===== src/rtl/irq_cm_pkg.sv =====
package irq_cm_pkg;
  localparam int REG_W = 32;

  typedef enum logic [1:0] {
    SEL_CAUSE     = 2'd0,
    SEL_CPU_MASK  = 2'd1,
    SEL_PCI_MASK  = 2'd2,
    SEL_SERR_MASK = 2'd3
  } reg_sel_e;

  localparam logic [REG_W-1:0] CPU_MASK_BITS  = 32'h3C3F_FFFE;
  localparam logic [REG_W-1:0] PCI_MASK_BITS  = 32'h03FF_FFFE;
  localparam logic [REG_W-1:0] SERR_MASK_BITS = 32'h0000_003F;
endpackage


===== src/rtl/irq_cause_reg.sv =====
module irq_cause_reg #(
  parameter int DW = 32
) (
  input  logic          clk,
  input  logic          rst,
  input  logic          clr_we,
  input  logic [DW-1:0] wdata,
  input  logic [DW-1:0] evt,
  output logic [DW-1:0] q,
  output logic [DW-1:0] nxt
);
  logic [DW-2:0] upper_kept;
  logic [DW-2:0] upper_nxt;

  always_comb begin
    upper_kept = clr_we ? (q[DW-1:1] & wdata[DW-1:1]) : q[DW-1:1];
    upper_nxt  = upper_kept | evt[DW-1:1];
    nxt        = {upper_nxt, |upper_nxt};
  end

  always_ff @(posedge clk) begin
    if (rst) q <= '0;
    else     q <= nxt;
  end
endmodule


===== src/rtl/irq_mask_reg.sv =====
module irq_mask_reg #(
  parameter int            DW    = 32,
  parameter logic [DW-1:0] WMASK = '1
) (
  input  logic          clk,
  input  logic          rst,
  input  logic          we,
  input  logic [DW-1:0] wdata,
  output logic [DW-1:0] q,
  output logic [DW-1:0] nxt
);
  always_comb nxt = we ? (wdata & WMASK) : q;

  always_ff @(posedge clk) begin
    if (rst) q <= '0;
    else     q <= nxt;
  end
endmodule


===== src/rtl/irq_line.sv =====
module irq_line #(
  parameter int DW = 32
) (
  input  logic          clk,
  input  logic          rst,
  input  logic [DW-1:0] cause_nxt,
  input  logic [DW-1:0] mask_nxt,
  output logic          irq
);
  logic hit;
  always_comb hit = |(cause_nxt[DW-1:1] & mask_nxt[DW-1:1]);

  always_ff @(posedge clk) begin
    if (rst) irq <= 1'b0;
    else     irq <= hit;
  end
endmodule


===== src/rtl/irq_cause_mask.sv =====
module irq_cause_mask
  import irq_cm_pkg::*;
#(
  parameter int DW = REG_W
) (
  input  logic          clk,
  input  logic          rst,
  input  logic          wr_en,
  input  logic [1:0]    wr_addr,
  input  logic [DW-1:0] wr_data,
  input  logic [1:0]    rd_addr,
  output logic [DW-1:0] rd_data,
  input  logic [DW-1:0] evt_in,
  output logic          cpu_irq,
  output logic          pci_irq
);
  localparam int NMASK = 3;
  localparam logic [DW-1:0] MASK_BITS [NMASK] = '{CPU_MASK_BITS, PCI_MASK_BITS, SERR_MASK_BITS};

  logic [DW-1:0] cause_q, cause_nxt;
  logic [DW-1:0] mask_q   [NMASK];
  logic [DW-1:0] mask_nxt [NMASK];
  logic [DW-1:0] cpu_mask_q, pci_mask_q;

  irq_cause_reg #(.DW(DW)) u_cause (
    .clk    (clk),
    .rst    (rst),
    .clr_we (wr_en && (wr_addr == SEL_CAUSE)),
    .wdata  (wr_data),
    .evt    (evt_in),
    .q      (cause_q),
    .nxt    (cause_nxt)
  );

  for (genvar g = 0; g < NMASK; g++) begin : g_mask
    irq_mask_reg #(.DW(DW), .WMASK(MASK_BITS[g])) u_mask (
      .clk   (clk),
      .rst   (rst),
      .we    (wr_en && (wr_addr == 2'(g + 1))),
      .wdata (wr_data),
      .q     (mask_q[g]),
      .nxt   (mask_nxt[g])
    );
  end

  assign cpu_mask_q = mask_q[0];
  assign pci_mask_q = mask_q[1];

  irq_line #(.DW(DW)) u_cpu_line (
    .clk (clk), .rst (rst),
    .cause_nxt (cause_nxt), .mask_nxt (mask_nxt[0]),
    .irq (cpu_irq)
  );

  irq_line #(.DW(DW)) u_pci_line (
    .clk (clk), .rst (rst),
    .cause_nxt (cause_nxt), .mask_nxt (mask_nxt[1]),
    .irq (pci_irq)
  );

  always_ff @(posedge clk) begin
    if (rst) begin
      rd_data <= '0;
    end else begin
      unique case (rd_addr)
        SEL_CAUSE:     rd_data <= cause_q;
        SEL_CPU_MASK:  rd_data <= mask_q[0];
        SEL_PCI_MASK:  rd_data <= mask_q[1];
        default:       rd_data <= mask_q[2];
      endcase
    end
  end
endmodule


===== config.mk =====
export PLATFORM = sky130hd
export DESIGN_NAME = irq_cause_mask
export DESIGN_NICKNAME = d
export VERILOG_FILES = /design/src/rtl/irq_cm_pkg.sv /design/src/rtl/irq_cause_reg.sv /design/src/rtl/irq_mask_reg.sv /design/src/rtl/irq_line.sv /design/src/rtl/irq_cause_mask.sv
export SDC_FILE = /design/constraint.sdc
export NUM_CORES = 1
export LEC_CHECK = 0
export BUFFER_PORTS_ARGS = -buffer_cell sky130_fd_sc_hd__buf_2
export CORE_ASPECT_RATIO = 1.1
export CORE_MARGIN = 10
export CORE_UTILIZATION = 55
export CTS_CLUSTER_SIZE = 14
export DETAILED_ROUTE_END_ITERATION = 8
export GPL_TIMING_DRIVEN = 0
export PLACE_DENSITY = 0.76
export REMOVE_ABC_BUFFERS = 1
export SETUP_SLACK_MARGIN = 0.4
export SLEW_MARGIN = 20
export SYNTH_ARGS = -nofsm -noshare
export SYNTH_HDL_FRONTEND = slang
export SYNTH_HIERARCHICAL = 1
export SYNTH_SLANG_ARGS = --single-unit

===== constraint.sdc =====
create_clock -name clk -period 2.7 [get_ports clk]
set_input_delay 0.27 -clock clk [delete_from_list [all_inputs] [get_ports clk]]
set_output_delay 0.27 -clock clk [all_outputs]
set_load 0.01 [all_outputs]

; Word level (Yosys, flattened, before mapping)
; Index checks and enable logic that the tools add are counted.
[word_totals]
ff_bits = 134
input_bits = 71
out_inout_bits = 34
word_cells = 29
[op_classes]
n_eq_ne = 5
muxes = 4
bitwise_logic = 4
n_reduce_logical = 9
[ops]
columns = cell, count
row1 = $pmux 32 s3, 1
row2 = $and 31x31->31, 3
row3 = $reduce_or 31->1, 3
row4 = $mux 32, 2
row5 = $mux 31, 1
row6 = $or 31x31->31, 1
row7 = $eq 2x2->1 const B, 3
row8 = $eq 2x1->1 const B, 2
row9 = $logic_and 1x1->1, 4
row10 = $logic_not 2->1, 2

; Longest topological paths before layout
; Gate-level depths: netlist of the first run.
[logic_depth]
depth_word = 6
ltp_mapped = 9
ltp_nobuf = 8

; Modules after synthesis
; Netlist of the first run, hierarchy kept.
[by_module_without_submodules]
columns = mod, instances, cells_each, area_each_um2, seq_area_each_um2
row1 = irq_mask_reg at g_mask[0].u_mask ..., 2, 103, 1308.8, 640.6
row2 = irq_cause_mask, 1, 149, 1672.9, 640.6
row3 = irq_cause_reg, 1, 174, 1336.3, 640.6
row4 = irq_mask_reg at g_mask[2].u_mask, 1, 102, 1114.8, 640.6
row5 = irq_line, 2, 23, 171.4, 20.0

; Least setup slack after synthesis of the first run
; Ideal clock, no wire load.
[synth_timing]
path_kind = in2reg
from = input port wr_addr[1]
to = register u_cpu_line.irq
setup_time_ns = 0.118
t_arrival_ns = 1.681
required_time_ns = 2.582
slack_ns = 0.901
cell_stages = 9
n_path_buf = 1
cell_sequence = nor3b_1 -> buf_4 -> nand2b_1 -> a21oi_1 -> inv_1 -> a222oi_1 -> nand3_1 -> nor2_1 -> a21oi_1
[synth_via]
elab_chain_cells = 6
elab_cells_between_ends = 9
cone_classes = eq/ne (1) / mux (2) / bitwise (2) / reduce/logical (4)
[synth_rtl]
columns = item, line
row1 = start: declaration, irq_cause_mask.sv:9  ; input logic [1:0] wr_addr,
row2 = $logic_not 2->1, irq_cause_mask.sv:28  ; .clr_we (wr_en && (wr_addr == SEL_CAUSE)),
row3 = $logic_and 1x1->1, irq_cause_mask.sv:28
row4 = $mux 31, irq_cause_reg.sv:16  ; upper_kept = clr_we ? (q[DW-1:1] & wdata[DW-1:1]) : q[DW-1:1];
row5 = $or 31x31->31, irq_cause_reg.sv:17  ; upper_nxt = upper_kept | evt[DW-1:1];
row6 = via cause_nxt[10], irq_cause_mask.sv:20  ; logic [DW-1:0] cause_q, cause_nxt;
row7 = $and 31x31->31, irq_line.sv:11  ; always_comb hit = |(cause_nxt[DW-1:1] & mask_nxt[DW-1:1]);
row8 = $reduce_or 31->1, irq_line.sv:11
row9 = end signal: assignment, irq_line.sv:15  ; else irq <= hit;
row10 = end: declaration, irq_line.sv:8  ; output logic irq
; The timed path passes the listed nets, and every way through them passes these cells.
; A chain may end at the register's enable or synchronous reset.

; Worst setup path in the final report of the first run
[layout_timing]
from = input port wr_addr[0]
to = register u_pci_line.irq
[layout_via]
elab_chain_cells = 6
elab_cells_between_ends = 9
cone_classes = eq/ne (1) / mux (2) / bitwise (2) / reduce/logical (4)
[layout_rtl]
columns = item, line
row1 = $logic_not 2->1, irq_cause_mask.sv:28
row2 = $logic_and 1x1->1, irq_cause_mask.sv:28
row3 = $mux 31, irq_cause_reg.sv:16
row4 = $or 31x31->31, irq_cause_reg.sv:17
row5 = via cause_nxt[8], irq_cause_mask.sv:20
row6 = $and 31x31->31, irq_line.sv:11
row7 = $reduce_or 31->1, irq_line.sv:11
row8 = end signal: assignment, irq_line.sv:15
row9 = end: declaration, irq_line.sv:8
; The timed path passes the listed nets, and every way through them passes these cells.

==> flow_summary.yaml, run 1 <==
setup_path:
  r2r-start: "u_cause/q[6]"
  critPathKind: "in -> reg"
  worstPathRequired_ns: 3.00
  critPathArrivalTime_ns: 2.50
  cp-end-kind: "flip-flop"
  crit_family: "buffers and inverters"
  cp_num_buf_inv: 6
  cpMostUsedCell: "buf_6"
  setup.worst_path.start_class: "primary input"
  cp_cell_sequence: "buf_2, nor3b_4, buf_4, buf_6, buf_6, buf_6, nand2b_1, a21oi_1, inv_1, a22oi_1, nand3_1, nor2_2, a21oi_1"
  r2r-end: "u_cpu_line/irq"
  r2r_slack_ns: 1.09
  crit_fanout: 9
  cpPeakStageDelay_ns: 0.39
  reg2regPathDepth: 6
  slowest_stage: "a21oi_1"
hold_path:
  worstHoldStart: "evt_in[7]"
  holdPathStages: 3
  min_to: "u_cause/q[7]"
  hold_path.class: "in -> reg"
route:
  drc: 0
  wirelength_um: 18000
  vias_per_cell: 5.56
  vias: 5223
  dr.first_iter.drc_count: 356
  ant_nets: 0
  avgRoutedWirePerCell_um: 19.1
  first_pass_iters: 5
layout:
  syn2layout_area_growth_pct: 18.3
  final_cells: 940
  fillers: 1020
  post-route-util_pct: 66.5
  fin_area_um2: 8380
  final_nets: 841
  antenna_cells: 0
  drive_gt1_share_pct: 27.1
pwr:
  clock_power_share_pct: 45.0
  p_switching_w: 0.00130
  power_frac_comb_pct: 10.4
  p_per_area_nw_per_um2: 672
  peakVddDrop_v: 0.000448
  leakage_nw: 3.66
  sw_frac_of_total_pct: 23.1
  p_int_w: 0.00433
  seqPwrFrac_pct: 44.6
  p_total_w: 0.00563
floorplan:
  core_area_um2: 12600
  rows: 43
  die_y_um: 139
  io_pins: 105
  dieArea_um2: 17800
  start_util_pct: 56.2
  die_w_um: 128
outcome:
  status: "completed"
placement:
  portBuffers: 103
  dpl.hpwl_um: 12300
  place_area_um2: 7720
  gp_congestion: 0.834
  pre_cts_slack_ns: -0.214
  post-place-cells: 907
sta:
  relSlewSlack_pct: 45.4
  fin_ws_ns: 0.500
  slew_viol_final: 0
  hold_viol_final: 0
  rsz0062_at_grt: "true"
  setup_viol: 0
  post-route-period-util_pct: 81.5
  tightestPinTransition_ns: 0.819
  fin_crit_ns: 2.20
  skew_ns: 0.00606
  max_freq_mhz: 455
cts:
  clkTransAtPathRegs_ns: 0.06
  cts.hold.buffers_added: 0
  numCtsBuffers: 17
  cts_tree: "done"
  h-tree-depth: 4
  cts-root-buf: "clkbuf_16"
  clock_sinks: 162
  clk_path_buf_depth: 2
  clk_latency_ns: 0.43
grt:
  grt.total_usage_pct: 19.7
  grt_max_degree: 73
  gr-total-overflow: 0
  grt_pass1_wl_um: 28000
  grt_pass1_vias: 5463
  antenna_found_initial: 0
yosys:
  syn-cell-area_um2: 7080
  synth.avg_cell_area_um2: 10.5
  postSynthCellCount: 676
  synth_warnings: 6
run:
  maxCapViolations: 0
worst max path at each step:
| stage | to | slack [ns] | startpoint | cells after the start |
|---|---|---|---|---|
| after CTS | u_pci_line/irq | 0.54 | wr_addr[0] | 13 |
| after global routing | u_pci_line/irq | 0.40 | wr_addr[0] | 13 |
| final | u_pci_line/irq | 0.50 | wr_addr[0] | 13 |
| after global placement | u_pci_line/irq | -3.13 | wr_addr[0] | 9 |
| after floorplan | u_pci_line/irq | -0.47 | wr_en | 7 |
| after detailed placement | u_pci_line/irq | -0.21 | wr_addr[1] | 13 |
layout make-up:
type	instances	area (um2)	share of cell area (%)
Clock buffer	22	464	5.54
Clock inverter	10	156	1.87
Inverter	31	116	1.39
Multi-Input combinational cell	443	3440	41.1
Sequential cell	162	3240	38.7
Tap cell	157	196	2.35
Timing Repair Buffer	115	758	9.05
sequential cells by signal (all words and copies together), names as in the netlist:
signal	cells
g_mask.u_mask/q	96
rd_data	32
u_cause/q	32
u_cpu_line/irq	1
u_pci_line/irq	1
worst reg2reg max path, stage by stage, from the launching register on:
cell,delay (ns)
dfxtp_1,0.31
a21oi_1,0.37
inv_1,0.13
a22oi_1,0.24
nand4_1,0.13
nor2_1,0.21
a21oi_1,0.10
placed cells by master, fill, tap and decap left out, drive strengths merged:
cell type  count
a21oi         34
nor4           2
nand2          1
clkinvlp       1
nand3          3
clkbuf        22
buf          115
a222oi         2
or2            1
nand4         13
mux2          56
o22ai         32
mux2i         64
nor2b        136
clkinv         5
nor2          36
or2b           1
nor3b          1
nand2b        31
a22oi         28
inv           31
dfxtp        162
and3           1
bufinv         4
and3b          1
power by group through the flow:
stage / combinational [W] / sequential [W] / clock [W]
2_1_floorplan: 0.000298 / 0.00256 / 0
3_3_place_gp: 0.000536 / 0.00256 / 0
3_5_place_dp: 0.000568 / 0.00256 / 0
4_1_cts: 0.000576 / 0.00251 / 0.00256
5_1_grt: 0.000624 / 0.00252 / 0.00265
6_report: 0.000584 / 0.00251 / 0.00253
what timing repair did:
action | in CTS | in global routing
endpoints found under the setup margin | 2 | 2
pin swaps | 1 | 1
gates resized for setup | 3 | 3
buffers inserted | 1 | 0
gates cloned | 0 | 0
per-stage QoR:
step / hold slack (ns) / TNS (ns)
floorplan: 0.339 / -2.60
global placement: 0.506 / -156.07
detailed placement: 0.520 / -0.407
CTS: 0.0759 / 0
global route: 0.0933 / 0
finish: 0.0847 / 0
layer usage:
metal / global-route usage (%) / wire length [um] / vias to the layer above
li1: - / - / 2491
met1: 23.6 / 7550 / 2551
met2: 32.4 / 8920 / 160
met3: 5.74 / 1210 / 21
met4: 7.24 / 289 / 0
met5: 0 / 0 / -
(Power assumes the default switching activity.)
==> run 2: changes to the inputs <==
- CORE_UTILIZATION: 55 -> 52
- clock period: 2.7 -> 1.9 ns (I/O delays scaled with it)
==> flow_summary.yaml, run 2 (synthesized netlist as in run 1, its figures left out) <==
outcome:
  status: "completed"
layout:
  drive_gt1_share_pct: 34.6
  mostFrequentLayoutCells: "dfxtp_1 (162), nor2b_1 (136), buf_2 (98), mux2i_1 (64), mux2_4 (49)"
  syn2layout_area_growth_pct: 25.4
  largest_register_ffs: 96
  final_nets: 873
  regMostFlops: "g_mask.u_mask/q"
  reg_top3: "g_mask.u_mask/q: 96 flops, rd_data: 32 flops, u_cause/q: 32 flops"
  layout_commonest_cell: "dfxtp_1"
  final_cells: 999
pwr:
  peakVddDrop_v: 0.000577
  leakage_nw: 3.84
  p_total_w: 0.00772
  p_per_area_nw_per_um2: 869
grt:
  grt_util_met2_pct: 34.5
  antenna_found_initial: 2
  gr-total-overflow: 0
  busiest_layer: "met2"
  grt_pass1_vias: 5877
  grt.total_usage_pct: 20.8
  grt_pass1_wl_um: 31100
  use_met1_pct: 25.0
  grt_util_met3_pct: 5.37
  grt_max_degree: 77
placement:
  portBuffers: 103
  dpl.hpwl_um: 12800
  gp_congestion: 0.822
  post-place-cells: 931
cts:
  clock_sinks: 162
  clkTransAtPathRegs_ns: 0.06
  h-tree-depth: 4
  clk_path_buf_depth: 2
  clk_latency_ns: 0.43
  numCtsBuffers: 17
  cts_tree: "done"
  cts-root-buf: "clkbuf_16"
hold_path:
  hold_path.class: "in -> reg"
route:
  avgRoutedWirePerCell_um: 20.0
  vias: 5575
  drc: 0
  vias_per_cell: 5.58
  ant_nets: 0
  dr.first_iter.drc_count: 504
  first_pass_iters: 5
  wirelength_um: 20000
sta:
  setup_viol: 0
  max_freq_mhz: 623
  fin_crit_ns: 1.61
  timing.setup.tns_ns: 0
  relSlewSlack_pct: 64.5
  hold_viol_final: 0
  skew_ns: 0.00600
  post-route-period-util_pct: 84.5
  rsz0062_at_grt: "true"
  tightestPinTransition_ns: 0.532
  slew_viol_final: 0
floorplan:
  core_area_um2: 13300
  dieArea_um2: 18700
  die_y_um: 142
  die_w_um: 131
  rows: 44
  start_util_pct: 53.4
  io_pins: 105
setup_path:
  critPathArrivalTime_ns: 1.90
  cp-end-kind: "flip-flop"
  critPathKind: "in -> reg"
  worstPathRequired_ns: 2.19
  setup.worst_path.start_class: "primary input"
  crit_fanout: 5
run:
  maxCapViolations: 0
[run 2: power by group]
group	switching, W	internal, W
sequential	0.0000656	0.00352
clock	0.00128	0.00189
combinational	0.000510	0.000459
[run 2: worst max-delay path: stages]
cell and delay (ns):
buf_8 0.11, nor3b_4 0.19, buf_6 0.17, buf_8 0.15, nand2b_1 0.06, a21oi_1 0.27
inv_1 0.11, a22oi_1 0.21, nand3_1 0.15, nor2_2 0.19, a21oi_1 0.09
[run 2: layer usage]
layer	part of all wire [%]	vias up
met5	0.065	-
met4	2.2	2
met3	6.9	46
met2	47	208
met1	43	2755
li1	-	2564
[run 2: what timing repair did]
action	in CTS	in global routing
setup endpoints to repair	35	3
cloned	2	0
hold buffers	4	0
resized for setup	63	17
pin swaps	28	18
setup buffers	23	7
endpoints found under the hold margin	4	0
[run 2: final timing paths]
check	from	endpoint	slack, ns	cells past startpoint
max	wr_addr[1]	u_cpu_line/irq	0.29	11
min	evt_in[11]	u_cause/q[11]	0.01	3
max reg2reg	g_mask[0].u_mask/q[10]	u_cpu_line/irq	0.42	5
min reg2reg	u_cause/q[12]	u_cause/q[12]	0.52	2
[run 2: layout make-up]
cell class,count,area (um2)
Fill cell,970,4390
Multi-Input combinational cell,444,3700
Timing Repair Buffer,146,1050
Inverter,31,116
Sequential cell,162,3240
Clock buffer,26,489
Antenna cell,1,2.50
Tap cell,184,230
Clock inverter,5,52.6
[run 2: metrics by stage]
step	cell area, um2	util, %	hold WS, ns	setup slack [ns]
2_1_floorplan	6760	-	0.259	-1.19
3_3_place_gp	7500	56.5	0.436	-3.85
3_5_place_dp	7680	57.9	0.449	-0.844
4_1_cts	8750	66.0	0.0000428	0.324
5_1_grt	8880	66.9	0.0159	0.217
6_report	8880	66.9	0.0137	0.295
==> run 3: changes to the inputs <==
- CORE_UTILIZATION: 52 -> 55
- clock period: 1.9 -> 1.58 ns (I/O delays scaled with it)
==> flow_summary.yaml, run 3 (synthesized netlist as in run 1, its figures left out) <==
outcome:
  status: "finished, violations left"
  violations: "negative hold slack, negative setup slack"
grt:
  grt_pass1_vias: 5673
  grt.total_usage_pct: 21.2
  antenna_found_initial: 0
  gr-total-overflow: 0
  grt_max_degree: 63
  grt_pass1_wl_um: 30000
cts:
  clkTransAtPathRegs_ns: 0.06
  h-tree-depth: 4
  clock_sinks: 162
  clk_latency_ns: 0.43
  cts_tree: "done"
  numCtsBuffers: 17
  clk_path_buf_depth: 2
  cts-root-buf: "clkbuf_16"
sta:
  max_freq_mhz: 556
  skew_ns: 0.00743
  rsz0062_at_grt: "true"
  fin_ws_ns: -0.217
  hold_viol_final: 13
  relSlewSlack_pct: 60.0
  post-route-period-util_pct: 114
  setup_viol: 3
  fin_crit_ns: 1.80
  tightestPinTransition_ns: 0.600
  slew_viol_final: 0
  whs_ns: -0.0303
layout:
  post-route-util_pct: 71.6
  mostFrequentLayoutCells: "dfxtp_1 (162), nor2b_1 (136), buf_2 (98), mux2i_1 (64), mux2_4 (49)"
  layout_commonest_cell: "dfxtp_1"
  final_nets: 876
  regMostFlops: "g_mask.u_mask/q"
  reg_top3: "g_mask.u_mask/q: 96 flops, rd_data: 32 flops, u_cause/q: 32 flops"
  largest_register_ffs: 96
  syn2layout_area_growth_pct: 27.4
  drive_gt1_share_pct: 33.4
  final_cells: 976
placement:
  gp_congestion: 0.834
  dpl.hpwl_um: 12300
  post-place-cells: 907
  pre_cts_slack_ns: -1.22
  portBuffers: 103
pwr:
  p_per_area_nw_per_um2: 1090
  leakage_nw: 3.95
  peakVddDrop_v: 0.000772
hold_path:
  hold_path.class: "in -> reg"
  holdPathStages: 3
floorplan:
  rows: 43
  core_area_um2: 12600
  dieArea_um2: 17800
  io_pins: 105
  start_util_pct: 56.2
  die_w_um: 128
  die_y_um: 139
route:
  ant_nets: 0
  wl_met3_um: 1420
  dr.first_iter.drc_count: 390
  first_pass_iters: 5
  vias: 5558
  wirelength_um: 20000
  met1_length_um: 8230
  drc: 0
  wl_met2_um: 9820
  vias_per_cell: 5.69
  avgRoutedWirePerCell_um: 20.5
  routed.top_layer: "met4"
setup_path:
  critPathKind: "in -> reg"
  cp-end-kind: "flip-flop"
  reg2regPathDepth: 6
  worstPathRequired_ns: 1.90
  setup.worst_path.start_class: "primary input"
  crit_fanout: 7
  critPathArrivalTime_ns: 2.11
run:
  maxCapViolations: 0
## run 3: cell types whose count changed in the layout (fill, tap and decap cells not counted), moves of 4 or more
cell	change
a21oi_1	+9
buf_12	+4
buf_6	+13
a22oi_2	-10
dlygate4sd3_1	-4
a21oi_2	-7
buf_4	-14
a22oi_1	+10
## run 3: per-layer routing
metal,up-vias,global-route usage [%]
li1,2564,-
met3,44,6.20
met5,-,0
met1,2739,25.6
met2,211,34.3
met4,0,8.84
## run 3: path summary, 6_finish.rpt
| check | end | start | slack, ns |
|---|---|---|---|
| setup reg to reg | u_pci_line/irq | u_cause/q[6] | -0.08 |
| setup / recovery | u_cpu_line/irq | wr_addr[1] | -0.22 |
| hold reg to reg | u_cause/q[28] | u_cause/q[28] | 0.53 |
| hold / removal | u_cause/q[17] | evt_in[17] | -0.03 |
## run 3: area by class of cell
cell class,instances,area (um2)
clock buffers,22,464
fillers,904,3570
multi-input cells,444,3610
diodes,1,2.50
well taps,157,196
repair buffers,149,1230
clock inverters,10,156
inverters,31,116
flip-flops and latches,162,3240
## run 3: power breakdown
group          leakage [nW]  total [W]  internal [W]  switching, W
clock                 0.304    0.00435       0.00272       0.00163
combinational          2.32    0.00122      0.000595      0.000627
sequential             1.32    0.00430       0.00423     0.0000731
total                  3.95    0.00987       0.00754       0.00233
## run 3: worst max-delay path, cell delays in order
cell	delay (ns)
buf_8	0.10
nor3b_4	0.22
buf_6	0.14
buf_8	0.10
buf_12	0.12
buf_12	0.13
nand2b_1	0.07
a21oi_2	0.26
inv_1	0.12
a22oi_1	0.25
nand3_1	0.16
nor2_2	0.20
a21oi_2	0.07
## run 3: repair_timing
item / in CTS / in global routing
gates cloned: 3 / 0
endpoints found under the setup margin: 67 / 8
endpoints found under the hold margin: 21 / 8
resized for setup: 39 / 35
buffers inserted: 22 / 11
pin swaps: 18 / 15
## run 3: through the flow
| step | total power, W | cell area [um2] | TNS, ns |
|---|---|---|---|
| floorplan | 0.00489 | 6760 | -72.51 |
| CTS | 0.00978 | 8780 | -0.155 |
| global placement | 0.00529 | 7470 | -305.61 |
| global route | 0.0101 | 9010 | -0.769 |
| finish | 0.00987 | 9020 | -0.471 |
| detailed placement | 0.00535 | 7720 | -22.43 |
